--- src/rtl/ustep_pkg.sv ---
package ustep_pkg;

    localparam int POS_W   = 6;
    localparam int AMP_W   = 4;
    localparam int QTR_W   = POS_W - 2;
    localparam int QTR_N   = 1 << QTR_W;
    localparam int KW      = QTR_W + 1;
    localparam int SHIFT_W = $clog2(QTR_W + 1);

    typedef logic [POS_W-1:0]   pos_t;
    typedef logic [AMP_W-1:0]   amp_t;
    typedef logic [SHIFT_W-1:0] shift_t;

    localparam pos_t HOME_POS = pos_t'(QTR_N / 2);

    typedef struct packed {
        pos_t pos;
        logic step_lvl;
    } seq_state_t;

    typedef struct packed {
        logic fwd;
        logic rev;
        amp_t level;
    } winding_t;

    // log2 of the step size for a mode selection
    function automatic shift_t mode_shift(input logic single_edge, input logic [1:0] mode_sel);
        if (single_edge)
            return shift_t'(QTR_W) - shift_t'(mode_sel);
        else
            return shift_t'(QTR_W - 1) - shift_t'(mode_sel);
    endfunction

    // current-ratio code for a fold index within a quarter turn
    function automatic amp_t quarter_level(input logic [KW-1:0] k);
        int n;
        case (int'(k))
            0, 1, 2: n = 15;
            3:       n = 14;
            4:       n = 13;
            5:       n = 12;
            6:       n = 11;
            7:       n = 10;
            8:       n = 9;
            9:       n = 8;
            10:      n = 7;
            11:      n = 6;
            12:      n = 5;
            13:      n = 4;
            14:      n = 3;
            15:      n = 2;
            default: n = 0;
        endcase
        return amp_t'(n);
    endfunction

endpackage

--- src/rtl/ustep_edge_detect.sv ---
module ustep_edge_detect (
    input  logic lvl_now,
    input  logic lvl_prev,
    input  logic both_edges,
    output logic evt
);
    always_comb begin
        if (both_edges)
            evt = lvl_now ^ lvl_prev;
        else
            evt = lvl_now & ~lvl_prev;
    end
endmodule

--- src/rtl/ustep_pos_next.sv ---
module ustep_pos_next
    import ustep_pkg::*;
(
    input  pos_t   pos_cur,
    input  logic   dir_down,
    input  shift_t step_shift,
    input  logic   odd_grid,
    output pos_t   pos_nxt
);
    pos_t step_sz;
    pos_t step_mask;
    pos_t grid_off;
    pos_t rel;
    pos_t up_pt;
    pos_t dn_pt;

    always_comb begin
        step_sz   = pos_t'(1) << step_shift;
        step_mask = step_sz - pos_t'(1);
        grid_off  = odd_grid ? HOME_POS : '0;
        rel       = pos_cur - grid_off;
        // round to the next grid point ahead, a full step when already aligned
        up_pt     = (rel | step_mask) + pos_t'(1);
        dn_pt     = (rel - pos_t'(1)) & ~step_mask;
        pos_nxt   = (dir_down ? dn_pt : up_pt) + grid_off;
    end
endmodule

--- src/rtl/ustep_phase_decode.sv ---
module ustep_phase_decode
    import ustep_pkg::*;
#(
    parameter int WINDING = 0
) (
    input  pos_t     pos,
    input  logic     enable,
    output winding_t drive
);
    logic [1:0]       quad;
    logic [QTR_W-1:0] idx;
    logic [KW-1:0]    k;
    logic             positive;
    amp_t             lvl;

    always_comb begin
        quad = pos[POS_W-1 -: 2];
        idx  = pos[QTR_W-1:0];
        if (quad[0] ^ (WINDING != 0))
            k = KW'(QTR_N) - KW'(idx);
        else
            k = KW'(idx);
        if (WINDING == 0)
            positive = ~(quad[1] ^ quad[0]);
        else
            positive = ~quad[1];
        lvl = quarter_level(k);

        drive = '0;
        if (enable) begin
            drive.level = lvl;
            drive.fwd   = (lvl != '0) &&  positive;
            drive.rev   = (lvl != '0) && !positive;
        end
    end
endmodule

--- src/rtl/ustep_sequencer.sv ---
module ustep_sequencer
    import ustep_pkg::*;
(
    input  logic             clk,
    input  logic             rst_n,
    input  logic             enable,
    input  logic             step_in,
    input  logic             dir_ccw,
    input  logic             single_edge,
    input  logic [1:0]       mode_sel,
    output logic             a_fwd,
    output logic             a_rev,
    output logic             b_fwd,
    output logic             b_rev,
    output logic [AMP_W-1:0] a_level,
    output logic [AMP_W-1:0] b_level,
    output logic             at_origin
);
    localparam int N_WIND = 2;

    seq_state_t st_d, st_q;
    logic       step_evt;
    pos_t       pos_nxt;
    shift_t     step_shift;
    logic       odd_grid;
    winding_t   wind [N_WIND];

    always_comb begin
        step_shift = mode_shift(single_edge, mode_sel);
        odd_grid   = single_edge && (mode_sel == 2'b00);
    end

    ustep_edge_detect u_edge (
        .lvl_now    (step_in),
        .lvl_prev   (st_q.step_lvl),
        .both_edges (~single_edge),
        .evt        (step_evt)
    );

    ustep_pos_next u_next (
        .pos_cur    (st_q.pos),
        .dir_down   (dir_ccw),
        .step_shift (step_shift),
        .odd_grid   (odd_grid),
        .pos_nxt    (pos_nxt)
    );

    always_comb begin
        st_d          = st_q;
        st_d.step_lvl = step_in;
        if (enable && step_evt)
            st_d.pos = pos_nxt;
    end

    always_ff @(posedge clk or negedge rst_n) begin
        if (!rst_n) begin
            st_q.pos      <= HOME_POS;
            st_q.step_lvl <= 1'b0;
        end else begin
            st_q <= st_d;
        end
    end

    for (genvar w = 0; w < N_WIND; w++) begin : g_wind
        ustep_phase_decode #(.WINDING(w)) u_dec (
            .pos    (st_q.pos),
            .enable (enable),
            .drive  (wind[w])
        );
    end

    always_comb begin
        a_fwd     = wind[0].fwd;
        a_rev     = wind[0].rev;
        a_level   = wind[0].level;
        b_fwd     = wind[1].fwd;
        b_rev     = wind[1].rev;
        b_level   = wind[1].level;
        at_origin = (st_q.pos == HOME_POS);
    end
endmodule

--- config.mk ---
export PLATFORM = sky130hd
export DESIGN_NAME = ustep_sequencer
export DESIGN_NICKNAME = d
export VERILOG_FILES = /design/src/rtl/ustep_pkg.sv /design/src/rtl/ustep_edge_detect.sv /design/src/rtl/ustep_pos_next.sv /design/src/rtl/ustep_phase_decode.sv /design/src/rtl/ustep_sequencer.sv
export SDC_FILE = /design/constraint.sdc
export NUM_CORES = 1
export LEC_CHECK = 0
export BUFFER_PORTS_ARGS = -buffer_cell sky130_fd_sc_hd__buf_4
export CAP_MARGIN = 0
export CORE_UTILIZATION = 60
export CTS_CLUSTER_DIAMETER = 30
export CTS_CLUSTER_SIZE = 28
export DETAILED_ROUTE_END_ITERATION = 10
export PLACE_DENSITY = 0.89
export SYNTH_ARGS = -nofsm -noshare
export SYNTH_HDL_FRONTEND = slang
export SYNTH_SLANG_ARGS = --single-unit
--- constraint.sdc ---
create_clock -name clk -period 6.46 [get_ports clk]
set_clock_uncertainty 0.2 [all_clocks]
set_input_delay 0.969 -clock clk [delete_from_list [all_inputs] [get_ports clk]]
set_output_delay 0.969 -clock clk [all_outputs]
set_load 0.005 [all_outputs]
Word-level counts from Yosys, hierarchy flattened. Memory sizes are Yosys's and may differ from the RTL's. Index checks and enable logic that the tools add are counted.

Bits of input ports: 8. ROM bits: 128. Logic and storage cells: 42. Memories: 2. Register bits after elaboration: 7. Output and inout bits: 13.

Shifts and indexed selects: 1. Muxes and demuxes: 10. Reductions and logical operators: 9. Bitwise operators: 9. Add/subtract/negate cells: 8. Equal/unequal tests: 1.

Memory list: (no name shown) (words 16, width 4, rd ports 1, clocked after memory_dff 0, wr ports 0, line ustep_pkg.sv:38) `case (int'(k))`; (no name shown) (words 16, width 4, rd ports 1, clocked after memory_dff 0, wr ports 0, line ustep_pkg.sv:38).

Operators by type and width (number): two-way mux 6 bit (3); two-way mux 4 bit (3); subtractor 6 x 1 -> 6 bit, second input constant (2); two-way mux 5 bit (2); nonzero test 4 bit (2); adder 6 x 1 -> 6 bit, second input constant (1); adder 6 bit (1); bitwise AND 6 bit (1); equality test 6 x 4 -> 1 bit, second input constant (1); logical AND 1 bit (6); inverter 6 bit (1); OR 6 bit (1); left shift 1 x 3 -> 6 bit, first input constant (1); subtractor 6 bit (1); subtractor 5 x 4 -> 5 bit, first input constant (1); two-way mux 3 bit (1); inverter 1 bit (3); subtractor 2 x 2 -> 3 bit, first input constant (1); subtractor 3 x 2 -> 3 bit, first input constant (1); logical NOT 2 bit (1); bitwise XOR 1 bit (2); bitwise AND 1 bit (1); two-way mux 1 bit (1).

Logic depth before layout (Yosys ltp). Gate-level depths: netlist (run 1).

Depth after elaboration: 8. Depth in mapped cells: 17. Mapped depth without buffers: 17.

By module. A second synthesis (run 1) with hierarchy kept.

Cells, all modules: 161. Area, all modules: 1315.0 µm².

Modules (own cells, without submodules): ustep_pos_next (sequential area each 0.0 µm², area each 478.0 µm², times used 1, cells an instance 67); ustep_sequencer (sequential area each 176.4 µm², area each 317.8 µm², times used 1, cells an instance 23); ustep_phase_decode at g_wind[0].u_dec (sequential area each 0.0 µm², area each 247.7 µm², times used 1, cells an instance 35); ustep_phase_decode at g_wind[1].u_dec (sequential area each 0.0 µm², area each 241.5 µm², times used 1, cells an instance 32); ustep_edge_detect (sequential area each 0.0 µm², area each 30.0 µm², times used 1, cells an instance 4).

Worst setup path before layout (run 1). Ideal clock, no wire load.

Path kind: input to register. From: input mode_sel[0]. To: register st_q[6] (netlist name). Required time: 6.133 ns. Setup slack: 2.506 ns. Library setup time: 0.127 ns. Cell stages on the path: 15. Arrival: 3.627 ns. Path buffers: 0. Path through: inv_1 > ha_1 > or4b_4 > o31ai_1 > inv_1 > ha_1 > nand2b_1 > o211ai_2 > nor4bb_1 > o31ai_1 > ha_1 > ha_1 > nand2_1 > a211oi_1 > nand3b_1.

Word-level cells in the longest chain between the ends: 8. Elaborated cells between the ends (all ways): 16. Classes of those cells: add/sub: 7; shift: 1; mux: 3; bitwise: 3; reduce/logical: 2.

RTL lines: start, declared (line ustep_sequencer.sv:10) `input logic [1:0] mode_sel,`; subtractor 3 x 2 -> 3 bit, or another cell as far along (line ustep_pkg.sv:30) `return shift_t'(QTR_W) - shift_t'(mode_sel);`; two-way mux 3 bit / logical AND 1 bit (equally long branches) (line ustep_pkg.sv:29, ustep_sequencer.sv:30); left shift 1 x 3 -> 6 bit / two-way mux 4 bit (equally long branches) (line ustep_pos_next.sv:18, ustep_pos_next.sv:20); subtractor 6 x 1 -> 6 bit / subtractor 6 bit (equally long branches) (line ustep_pos_next.sv:19, ustep_pos_next.sv:21); OR 6 bit, or another cell as far along (line ustep_pos_next.sv:23) `up_pt = (rel | step_mask) + pos_t'(1);`; adder 6 x 1 -> 6 bit / bitwise AND 6 bit (equally long branches) (line ustep_pos_next.sv:23, ustep_pos_next.sv:24); two-way mux 6 bit (line ustep_pos_next.sv:25) `pos_nxt = (dir_down ? dn_pt : up_pt) + grid_off;`; adder 6 bit (*) (line ustep_pos_next.sv:25).

Every way passes the cells marked *; elsewhere a longest branch is shown, timed or not. A chain may end at the register's enable or synchronous reset.

Worst setup path after layout (run 1).
From: input mode_sel[0]. To: register st_q[6] (netlist name).

Word-level cells in the longest chain between the ends: 8. Elaborated cells between the ends (all ways): 16. Classes of those cells: add/sub: 7; shift: 1; mux: 3; bitwise: 3; reduce/logical: 2.

RTL lines (line): subtractor 3 x 2 -> 3 bit, or another cell as far along (ustep_pkg.sv:30); two-way mux 3 bit / logical AND 1 bit (equally long branches) (ustep_pkg.sv:29, ustep_sequencer.sv:30); left shift 1 x 3 -> 6 bit / two-way mux 4 bit (equally long branches) (ustep_pos_next.sv:18, ustep_pos_next.sv:20); subtractor 6 x 1 -> 6 bit / subtractor 6 bit (equally long branches) (ustep_pos_next.sv:19, ustep_pos_next.sv:21); OR 6 bit, or another cell as far along (ustep_pos_next.sv:23); adder 6 x 1 -> 6 bit / bitwise AND 6 bit (equally long branches) (ustep_pos_next.sv:23, ustep_pos_next.sv:24); two-way mux 6 bit (ustep_pos_next.sv:25); adder 6 bit (*) (ustep_pos_next.sv:25).

Marked as above.

==> metrics.md, run 1 <==
| Metric | Value |
|---|---|
| Final std cell area, no fill | `1330 sq um` |
| Clk sink count | `7` |
| Final routed wire length divided by cell count | `13.6 um` |
| Cell class contributing the biggest share of worst-path delay | `simple AND/OR/NAND/NOR gates` |
| Arrival time worst endpoint | `4.16 ns` |
| Antenna violations before repair | `0` |
| Final setup violation count | `0` |
| Max capacitance violation total | `0` |
| DRC marker count from the first detailed-route iteration | `31` |
| WHS | `0.317 ns` |
| Die width | `46.0 um` |
| Vias in the first global route | `1092` |
| Transition at the pin with the smallest max-transition slack | `0.757 ns` |
| Die H | `46.0 um` |
| Post-synth net total | `180` |
| Clock latency at the later pin of the worst-skew pair | `0.25 ns` |
| Count of input and output buffers | `20` |
| Status | `completed` |
| Setup CP Type | `in -> reg` |
| Global Route Usage Sum | `0.288` |
| Most numerous cell on the critical path | `sky130_fd_sc_hd__ha_1` |
| Total of flip-flops plus latches after synthesis | `7` |
| Placed Cells | `194` |
| Ant. Diodes | `0` |
| Register clock-pin slew on the reported worst setup and hold paths | `0.05 ns` |
| Proportion of power drawn by flip-flops and latches | `0.161` |
| Number of routed nets with antenna violations | `0` |
| Fillers | `146` |
| Number of H-tree levels | `1` |
| Register ranked first by flip-flop count | `st_q` |
| Req. time, crit path | `6.44 ns` |
| Top flip-flop cell by instance count after synthesis | `sky130_fd_sc_hd__dfrtp_1` |
| P_sw | `0.293 mW` |
| CORE AREA | `1760 sq um` |
| Leak Pwr | `0.646 nW` |
| GR Overflow Total | `0` |
| Cell Pwr Density | `443 nW/um^2` |
| Startpoint Class | `primary input` |
| Count of cell types in the netlist | `41` |
| Std cell rows | `15` |
| Layout cell share with drive strength beyond 1 | `0.173` |
| Largest registers ranked by flip-flop count | `st_q (7)` |
| Router iterations before antenna repair | `4` |
| Combined area of the multi-input logic cells | `877 sq um` |
| Max Clock Freq | `0.240 GHz` |
| Worst Path Buf+Inv | `3` |
| Post-Route WL | `2.68 mm` |
| Count of non-filler cells in the finished layout | `198` |
| R2R Setup Slk | `3.85 ns` |
| Sequential fraction of the synthesis area | `0.152` |
| Hold Crit Class | `in -> async` |
| Synthesis warning total | `0` |
| Total half-perimeter wirelength after legalization and detailed placement | `2.15 mm` |
| Clock tree from TritonCTS | `yes` |
| Largest driver fanout on the critical path | `8` |
| CTS buffer count | `3` |
| Die footprint | `2110 sq um` |
| DP Area | `1310 sq um` |
| Residual DRC count | `0` |
| Max-slew violation total from the final report | `0` |
| Relative slew margins | `0.491` |
| Number of synthesized flops with an enable pin | `0` |
| Number of nets in the layout | `199` |
| Hold bufs inserted after CTS | `0` |
| Clk pwr share | `0.067` |
| Max FFs per register | `7` |
| Tcrit/Tclk final | `0.646` |
| Post-CTS setup buffer count | `0` |
| Switch share | `0.497` |
| Cells after synthesis | `155` |
| Combinational group share of total power | `0.773` |
| Avg Vias per Cell | `5.95` |
| Clock root buffer | `sky130_fd_sc_hd__clkbuf_4` |
| Cell chain of the critical path | `buf_4 -> inv_1 -> ha_1 -> or4b_4 -> o31ai_1 -> inv_1 -> ha_1 -> nand2b_1 -> o211ai_2 -> nor4bb_1 -> o31ai_1 -> ha_1 -> ha_1 -> nor2_1 -> a22oi_1 -> nand3b_1` |
| Final hold violations | `0` |
| Setup tns final | `0 ns` |
| CP peak stage delay | `0.51 ns` |
| Clock tree buffer depth | `2` |
| Kind of end point of the critical path | `flip-flop` |
| Ports placed on the boundary | `21` |
| RSZ-0062 raised after global routing | `no` |
| P&R area growth vs syn | `14.9%` |
| Proportion of synthesized flip-flops having asynchronous set or reset | `1.00` |
| Pin count of the biggest net entering global routing | `14` |
| Number of vias after detailed routing | `1179` |
| Clock period minus final worst setup slack | `4.17 ns` |
| Global-route wire length before repair | `4.33 mm` |
| Register cell area after layout | `176 sq um` |
| Gpl congestion | `0.899` |
| Cell area after technology mapping | `1160 sq um` |
| Internal portion of total power | `0.297 mW` |
| Count of cells resized by post-cts repair | `0` |
| Effective utilization at floorplan | `0.657` |
| Slowest CP cell | `sky130_fd_sc_hd__or4b_4` |
| Mean area per synthesized cell | `7.48 sq um` |
| Maximum VDD drop | `218 uV` |
==> path summary, 6_finish.rpt <==
path / to / startpoint / cells past startpoint
worst max register to register: st_q[6] / st_q[4] / 10
min in group clk: st_q[4] / st_q[4] / 2
worst max-delay path: st_q[6] / mode_sel[0] / 16
worst min-delay path: st_q[6] / rst_n / 1
worst min register to register: st_q[4] / st_q[4] / 2
max in group asynchronous: st_q[4] / rst_n / 1
==> Yosys cell counts, types with 2 or more instances <==
cell type / instances / area [sq um]
sky130_fd_sc_hd__nor3_1: 4 / 20.0
sky130_fd_sc_hd__nor2_1: 23 / 86.3
sky130_fd_sc_hd__a211oi_1: 4 / 30.0
sky130_fd_sc_hd__xor2_1: 2 / 17.5
sky130_fd_sc_hd__nand3b_1: 2 / 15.0
sky130_fd_sc_hd__a32o_1: 2 / 20.0
sky130_fd_sc_hd__buf_4: 2 / 15.0
sky130_fd_sc_hd__o211ai_1: 3 / 22.5
sky130_fd_sc_hd__clkbuf_1: 3 / 11.3
sky130_fd_sc_hd__xnor2_1: 5 / 43.8
sky130_fd_sc_hd__o22ai_1: 2 / 12.5
sky130_fd_sc_hd__mux2i_1: 3 / 30.0
sky130_fd_sc_hd__nand2_1: 13 / 48.8
sky130_fd_sc_hd__o21ai_0: 9 / 45.0
sky130_fd_sc_hd__inv_1: 19 / 71.3
sky130_fd_sc_hd__ha_1: 17 / 213
sky130_fd_sc_hd__o31ai_1: 4 / 30.0
sky130_fd_sc_hd__nand2b_1: 4 / 25.0
sky130_fd_sc_hd__dfrtp_1: 6 / 150
sky130_fd_sc_hd__nand3_1: 5 / 25.0
sky130_fd_sc_hd__a21oi_1: 3 / 15.0
==> cells in the final DEF (no fill, tap or decap), drive strengths merged, types with 4 or more instances in the layout <==
cell	netlist	final
clkbuf	3	4
buf	2	20
dfrtp	6	6
nor3	4	4
nand2	13	13
ha	17	17
nor2	23	23
xnor2	6	6
o211ai	4	4
a211oi	4	4
nand3	5	5
o31ai	4	4
inv	19	19
nand2b	4	4
o21ai	10	10
==> cell type report <==
cell class	instances	area share
clock buffer	4	0.0197
sequential	7	0.132
tap	25	0.0235
multi-input combinational	123	0.658
timing repair buffer	20	0.113
inverter	19	0.0535
==> metrics by stage <==
step	utilization	power, mW	worst slack (ns)
finish	0.755	0.590	2.29
global route	0.755	0.652	2.05
CTS	0.755	0.588	2.32
detailed placement	0.740	0.544	2.04
global placement	0.740	0.522	2.25
floorplan	-	0.409	2.51
==> cell families after synthesis <==
logic type / count (synthesis) / share of synthesized area
AO/OA/AOI/OAI: 35 / 0.214
XOR/XNOR: 8 / 0.0669
adder cells (fa/ha/maj): 17 / 0.183
buffers and inverters: 25 / 0.0917
flip-flops: 7 / 0.152
multiplexers: 3 / 0.0259
AND/OR/NAND/NOR: 60 / 0.266
==> power groups by stage <==
stage / clock network, mW / registers (mW) / logic (mW)
CTS: 0.0392 / 0.0936 / 0.455
global placement: 0 / 0.0926 / 0.429
floorplan: 0 / 0.0703 / 0.339
global route: 0.0426 / 0.0973 / 0.512
detailed placement: 0 / 0.0941 / 0.450
finish: 0.0393 / 0.0948 / 0.456
==> layer usage <==
layer  global-route usage  wire length (um)
met5                    0                 0
met4                0.206                95
met3               0.0437               162
met2                0.518              1320
met1                0.296              1110
Power figures use the tool's default switching activity.
==> run 2: changes to the inputs <==
ABC_AREA = 1   (was not set)
CORE_UTILIZATION = 56   (was 60)
PLACE_DENSITY = 0.84   (was 0.89)
clock period = 4.19 ns   (was 6.46 ns; I/O delays follow)
==> run 2 against run 1 <==
Net effect: synthesized cell count grew 17%; count of clock-buffer cells in the layout is the same; worst hold slack lost 0.031 ns; die area grew 8.5%; register-to-register slack lost 2.2 ns; via count grew 8.3%; core utilization shrank 4.8 points; critical path type is now reg -> out; critical endpoint is now a_fwd; largest cell class unchanged.
==> metrics.md, run 2 <==
| Metric | Value |
|---|---|
| Placement-stage worst setup slack | `0.639 ns` |
| Synth top area cells | `sky130_fd_sc_hd__ha_1, sky130_fd_sc_hd__dfrtp_1, sky130_fd_sc_hd__nand2_1` |
| Count of cell types in the netlist | `27` |
| Count of non-filler cells in the finished layout | `232` |
| Gpl congestion | `0.885` |
| Proportion of synthesized flip-flops having asynchronous set or reset | `1.00` |
| Global-route wire length before repair | `4.29 mm` |
| Hold Crit Class | `in -> reg` |
| Final routed wire length divided by cell count | `12.4 um` |
| Number of nets in the layout | `231` |
| Reg2reg path depth | `11` |
| DRC marker count from the first detailed-route iteration | `34` |
| Number of synthesized flops with an enable pin | `0` |
| P&R area growth vs syn | `17.7%` |
| Register clock-pin slew on the reported worst setup and hold paths | `0.05 ns` |
| Std cell rows | `16` |
| Dominant combinational cell family by area after synthesis | `simple AND/OR/NAND/NOR gates` |
| Number of H-tree levels | `1` |
| Global Route Usage Sum | `0.275` |
| Reg2reg start | `st_q[4]` |
| Setup tns final | `0 ns` |
| Placed Cells | `227` |
| Status | `completed` |
| Dominant cell by count in the synthesized netlist | `sky130_fd_sc_hd__nand2_1` |
| Ports placed on the boundary | `21` |
| Number of vias after detailed routing | `1277` |
| GR Overflow Total | `0` |
| Tcrit/Tclk final | `0.836` |
| Die width | `47.9 um` |
| Die H | `47.9 um` |
| Post-Synth Simple-Gate Area | `0.328` |
| Maximum VDD drop | `319 uV` |
| Start point of the critical path | `st_q[1]` |
| Compound-gate portion of the synthesized area | `0.195` |
| Hold_sp | `step_in` |
| Transition at the pin with the smallest max-transition slack | `0.508 ns` |
| Overall power of the completed layout | `0.942 mW` |
| Clock period minus final worst setup slack | `3.50 ns` |
| Cell area after technology mapping | `1180 sq um` |
| Number of cells on the worst hold path | `1` |
| Max Clock Freq | `0.285 GHz` |
| Cells after synthesis | `181` |
| Post-synth top cells | `sky130_fd_sc_hd__nand2_1, sky130_fd_sc_hd__inv_1, sky130_fd_sc_hd__nor2_1, sky130_fd_sc_hd__ha_1, sky130_fd_sc_hd__o21ai_0` |
| Fillers | `182` |
| Mean area per synthesized cell | `6.51 sq um` |
| Residual DRC count | `0` |
| Post-Route WL | `2.89 mm` |
| Count of input and output buffers | `20` |
| Req. time, crit path | `3.36 ns` |
| Antenna violations before repair | `0` |
| Arrival time worst endpoint | `2.68 ns` |
| Relative slew margins | `0.660` |
| Register ranked first by flip-flop count | `st_q` |
| Setup CP Type | `reg -> out` |
| Final hold violations | `0` |
| Pin count of the biggest net entering global routing | `12` |
| Number of routed nets with antenna violations | `0` |
| Clock tree buffer depth | `2` |
| Count of cells resized by post-cts repair | `0` |
| Clk sink count | `7` |
| Cell type with the largest total area after synthesis | `sky130_fd_sc_hd__ha_1` |
| Effective utilization at floorplan | `0.601` |
| Most common library cell in the layout ignoring fill and taps | `sky130_fd_sc_hd__nand2_1` |
| Router iterations before antenna repair | `4` |
| Synthesis warning total | `0` |
| Clock tree from TritonCTS | `yes` |
| Worst setup path endpoint | `a_fwd` |
| Total half-perimeter wirelength after legalization and detailed placement | `2.34 mm` |
| Final setup violation count | `0` |
| Max FFs per register | `7` |
| Max capacitance violation total | `0` |
| Startpoint Class | `flip-flop` |
| Clock latency at the later pin of the worst-skew pair | `0.26 ns` |
| Post-synthesis mux area share | `0` |
| Leak Pwr | `0.742 nW` |
| Top flip-flop cell by instance count after synthesis | `sky130_fd_sc_hd__dfrtp_1` |
| Largest driver fanout on the critical path | `4` |
| Post-synth net total | `206` |
| Max-slew violation total from the final report | `0` |
| Die footprint | `2290 sq um` |
| CORE AREA | `1960 sq um` |
| Vias in the first global route | `1039` |
| Top-area cell type share of the netlist area | `0.180` |
| Final setup margin | `0.685 ns` |
| XOR/XNOR Fraction of Synth Area | `0.0287` |
| Avg Vias per Cell | `5.50` |
| RSZ-0062 raised after global routing | `no` |
| Register cell area after layout | `176 sq um` |
| Worst r2r dst | `st_q[6]` |
| Clock root buffer | `sky130_fd_sc_hd__clkbuf_4` |
| Cell Pwr Density | `679 nW/um^2` |
| Total of flip-flops plus latches after synthesis | `7` |
| Sequential fraction of the synthesis area | `0.150` |
| Largest registers ranked by flip-flop count | `st_q (7)` |
| Layout cell share with drive strength beyond 1 | `0.229` |
| Ant. Diodes | `0` |
| R2R Setup Slk | `1.69 ns` |
| Combined area of the multi-input logic cells | `863 sq um` |
| CTS buffer count | `3` |
| Adder and majority gate portion of the synthesized area | `0.180` |
| Most used cells in the layout excluding fill and tap cells | `sky130_fd_sc_hd__nand2_1, sky130_fd_sc_hd__inv_1, sky130_fd_sc_hd__buf_4, sky130_fd_sc_hd__nor2_1, sky130_fd_sc_hd__ha_1` |
| Kind of end point of the critical path | `output port` |
==> run 2: cell types whose count changed after synthesis, moves of 5 or more <==
cell	delta
sky130_fd_sc_hd__nand2_1	+25
sky130_fd_sc_hd__inv_1	+12
sky130_fd_sc_hd__nand3_2	+6
sky130_fd_sc_hd__nand3_1	+5
sky130_fd_sc_hd__nor2_1	-5
sky130_fd_sc_hd__o21ai_0	+5
==> run 2: how the worst min path moves through the flow <==
stage                     endpoint  slack, ns
after floorplan            st_q[0]       0.13
after global placement     st_q[0]       0.24
after detailed placement   st_q[0]       0.24
after CTS                  st_q[0]       0.29
after global routing       st_q[0]       0.28
final                      st_q[0]       0.29
==> run 2: per-stage QoR <==
| stage | hold slack, ns | util | cell area (sq um) |
|---|---|---|---|
| floorplan | 0.133 | - | 1180 |
| global placement | 0.240 | 0.689 | 1350 |
| detailed placement | 0.243 | 0.689 | 1350 |
| CTS | 0.285 | 0.707 | 1390 |
| global route | 0.285 | 0.707 | 1390 |
| finish | 0.286 | 0.707 | 1390 |
==> run 2: cells by family (layout without fill, tap and decap cells) <==
logic type	count (synthesis)	in the layout
simple gates	83	83
compound gates	36	36
buf+inv	35	59
fa+ha+maj	17	17
flops	7	7
xor+xnor	3	3
==> run 2: area by class of cell <==
cell class                 instances  share of cell area
tap                               27              0.0243
clock buffer                       4              0.0189
multi-input combinational        139               0.622
sequential                         7               0.127
timing repair buffer              21               0.115
inverter                          34              0.0920
==> run 2: per-layer routing <==
layer  vias up  track usage  wire, um
li1        638            -         -
met1       584        0.303      1170
met2        46        0.519      1550
met3         9       0.0226       104
met4         0        0.139        64
met5         -            0         0
==> run 2: what timing repair did <==
item,in CTS,in global routing
setup buffers,0,0
hold endpoints to repair,6,0
hold buffers,1,0
==> run 2: where the power goes <==
part           switching, mW  internal [mW]
Sequential            0.0413         0.0932
Combinational          0.431          0.311
Clock                 0.0283         0.0365
==> run 2: critical path: stages (launching register included) <==
cell	delay, ns
sky130_fd_sc_hd__dfrtp_1	0.42
sky130_fd_sc_hd__inv_2	0.11
sky130_fd_sc_hd__ha_1	0.20
sky130_fd_sc_hd__inv_1	0.08
sky130_fd_sc_hd__nor2_2	0.06
sky130_fd_sc_hd__inv_1	0.10
sky130_fd_sc_hd__nand2_1	0.11
sky130_fd_sc_hd__o21ai_0	0.33
sky130_fd_sc_hd__ha_1	0.30
sky130_fd_sc_hd__o211ai_1	0.23
sky130_fd_sc_hd__nand3_1	0.10
sky130_fd_sc_hd__a21oi_1	0.18
sky130_fd_sc_hd__nor2_1	0.06
sky130_fd_sc_hd__buf_4	0.13
==> run 3: changes to the inputs <==
clock period = 3.55 ns   (was 4.19 ns; I/O delays follow)
==> run 3 against run 2 <==
Net effect: core utilization did not move; clock power is 18% higher; global-route usage unchanged; final cell count unchanged; largest cell class unchanged.
==> metrics.md, run 3 (synthesis gave the netlist of run 2 again) <==
| Metric | Value |
|---|---|
| Status | `completed` |
| Arrival time worst endpoint | `2.62 ns` |
| Antenna violations before repair | `0` |
| Total half-perimeter wirelength after legalization and detailed placement | `2.34 mm` |
| Die H | `47.9 um` |
| Final std cell area, no fill | `1390 sq um` |
| Post-CTS setup buffer count | `0` |
| Clock tree buffer depth | `2` |
| Number of cells on the worst hold path | `1` |
| Maximum VDD drop | `376 uV` |
| Start point of the critical path | `st_q[1]` |
| Max capacitance violation total | `0` |
| CTS buffer count | `3` |
| Transition at the pin with the smallest max-transition slack | `0.504 ns` |
| Most used cells in the layout excluding fill and tap cells | `sky130_fd_sc_hd__nand2_1, sky130_fd_sc_hd__inv_1, sky130_fd_sc_hd__buf_4, sky130_fd_sc_hd__nor2_1, sky130_fd_sc_hd__ha_1` |
| Setup CP Type | `reg -> out` |
| Hold_sp | `step_in` |
| Layout cell share with drive strength beyond 1 | `0.229` |
| Largest registers ranked by flip-flop count | `st_q (7)` |
| Router iterations before antenna repair | `4` |
| Hold Crit Class | `in -> reg` |
| WHS | `0.191 ns` |
| CORE AREA | `1960 sq um` |
| Max FFs per register | `7` |
| Vias in the first global route | `1039` |
| Register clock-pin slew on the reported worst setup and hold paths | `0.05 ns` |
| Startpoint Class | `flip-flop` |
| P&R area growth vs syn | `17.7%` |
| Std cell rows | `16` |
| Ant. Diodes | `0` |
| Clock root buffer | `sky130_fd_sc_hd__clkbuf_4` |
| Number of vias after detailed routing | `1262` |
| Post-Route WL | `2.87 mm` |
| Max-slew violation total from the final report | `0` |
| Relative slew margins | `0.663` |
| Clock tree from TritonCTS | `yes` |
| Cell Pwr Density | `802 nW/um^2` |
| Effective utilization at floorplan | `0.601` |
| Avg Vias per Cell | `5.44` |
| Residual DRC count | `0` |
| Count of input and output buffers | `20` |
| Number of routed nets with antenna violations | `0` |
| Reg2reg start | `st_q[4]` |
| Ports placed on the boundary | `21` |
| Register ranked first by flip-flop count | `st_q` |
| Req. time, crit path | `2.82 ns` |
| Gpl congestion | `0.885` |
| Fillers | `182` |
| Post-Route Utilization | `0.707` |
| Leak Pwr | `0.742 nW` |
| Clock period minus final worst setup slack | `3.35 ns` |
| Largest driver fanout on the critical path | `4` |
| R2R Setup Slk | `1.05 ns` |
| Most common library cell in the layout ignoring fill and taps | `sky130_fd_sc_hd__nand2_1` |
| Global Route Usage Sum | `0.275` |
| Final routed wire length divided by cell count | `12.4 um` |
| DP Area | `1350 sq um` |
| Clk sink count | `7` |
| Max Clock Freq | `0.298 GHz` |
| Overall power of the completed layout | `1.11 mW` |
| Final hold violations | `0` |
| DRC marker count from the first detailed-route iteration | `34` |
| Global-route wire length before repair | `4.29 mm` |
| Setup tns final | `0 ns` |
| Number of H-tree levels | `1` |
| Clock latency at the later pin of the worst-skew pair | `0.26 ns` |
| Pin count of the biggest net entering global routing | `12` |
| Die width | `47.9 um` |
| Reg2reg path depth | `11` |
| Kind of end point of the critical path | `output port` |
| GR Overflow Total | `0` |
| RSZ-0062 raised after global routing | `no` |
| Number of nets in the layout | `231` |
| Tcrit/Tclk final | `0.944` |
| Final setup violation count | `0` |
| Die footprint | `2290 sq um` |
run 3: layout make-up:
type,count,area (sq um),share of cell area
inverter,34,128,0.0920
multi-input combinational,139,863,0.622
sequential,7,176,0.127
clock buffer,4,26.3,0.0189
tap,27,33.8,0.0243
timing repair buffer,21,160,0.115
run 3: worst max-delay path, cell delays in order (launching register included):
cell and delay [ns]:
sky130_fd_sc_hd__dfrtp_1 0.42, sky130_fd_sc_hd__inv_2 0.11, sky130_fd_sc_hd__ha_1 0.36, sky130_fd_sc_hd__inv_1 0.05, sky130_fd_sc_hd__o21ai_0 0.34, sky130_fd_sc_hd__inv_1 0.16, sky130_fd_sc_hd__ha_1 0.22, sky130_fd_sc_hd__o21ai_1 0.20
sky130_fd_sc_hd__nand3_1 0.10, sky130_fd_sc_hd__a21oi_1 0.20, sky130_fd_sc_hd__nor2_1 0.07, sky130_fd_sc_hd__buf_4 0.13
run 3: where the power goes:
part | switching (mW) | internal (mW) | leakage (nW)
Sequential | 0.0485 | 0.110 | 0.0863
Clock | 0.0332 | 0.0431 | 0.0150
Combinational | 0.510 | 0.368 | 0.641
run 3: layer usage:
metal  GRT usage  vias to the layer above  routed length (um)
met3      0.0226                        7                  95
met1       0.303                      576                1170
met5           0                        -                   0
met2       0.519                       40                1550
li1            -                      639                   -
met4       0.139                        0                  59
run 3: stage by stage:
| stage | instances | worst slack [ns] |
|---|---|---|
| floorplan | 181 | 0.457 |
| global placement | 227 | 0.227 |
| detailed placement | 227 | 0.0953 |
| CTS | 232 | 0.139 |
| global route | 232 | 0.0208 |
| finish | 232 | 0.198 |
run 3: repair_timing:
item                                    4_1_cts  5_1_grt
hold endpoints to repair                      6        0
hold buffers                                  1        0
gates resized for setup                       0        1
endpoints found under the setup margin        0        2
run 3: path summary, 6_finish.rpt:
kind,to
worst min register to register,st_q[2]
max in group asynchronous,st_q[4]
min in group asynchronous,st_q[6]
worst min-delay path,st_q[0]
worst max-delay path,b_rev
worst max register to register,st_q[6]
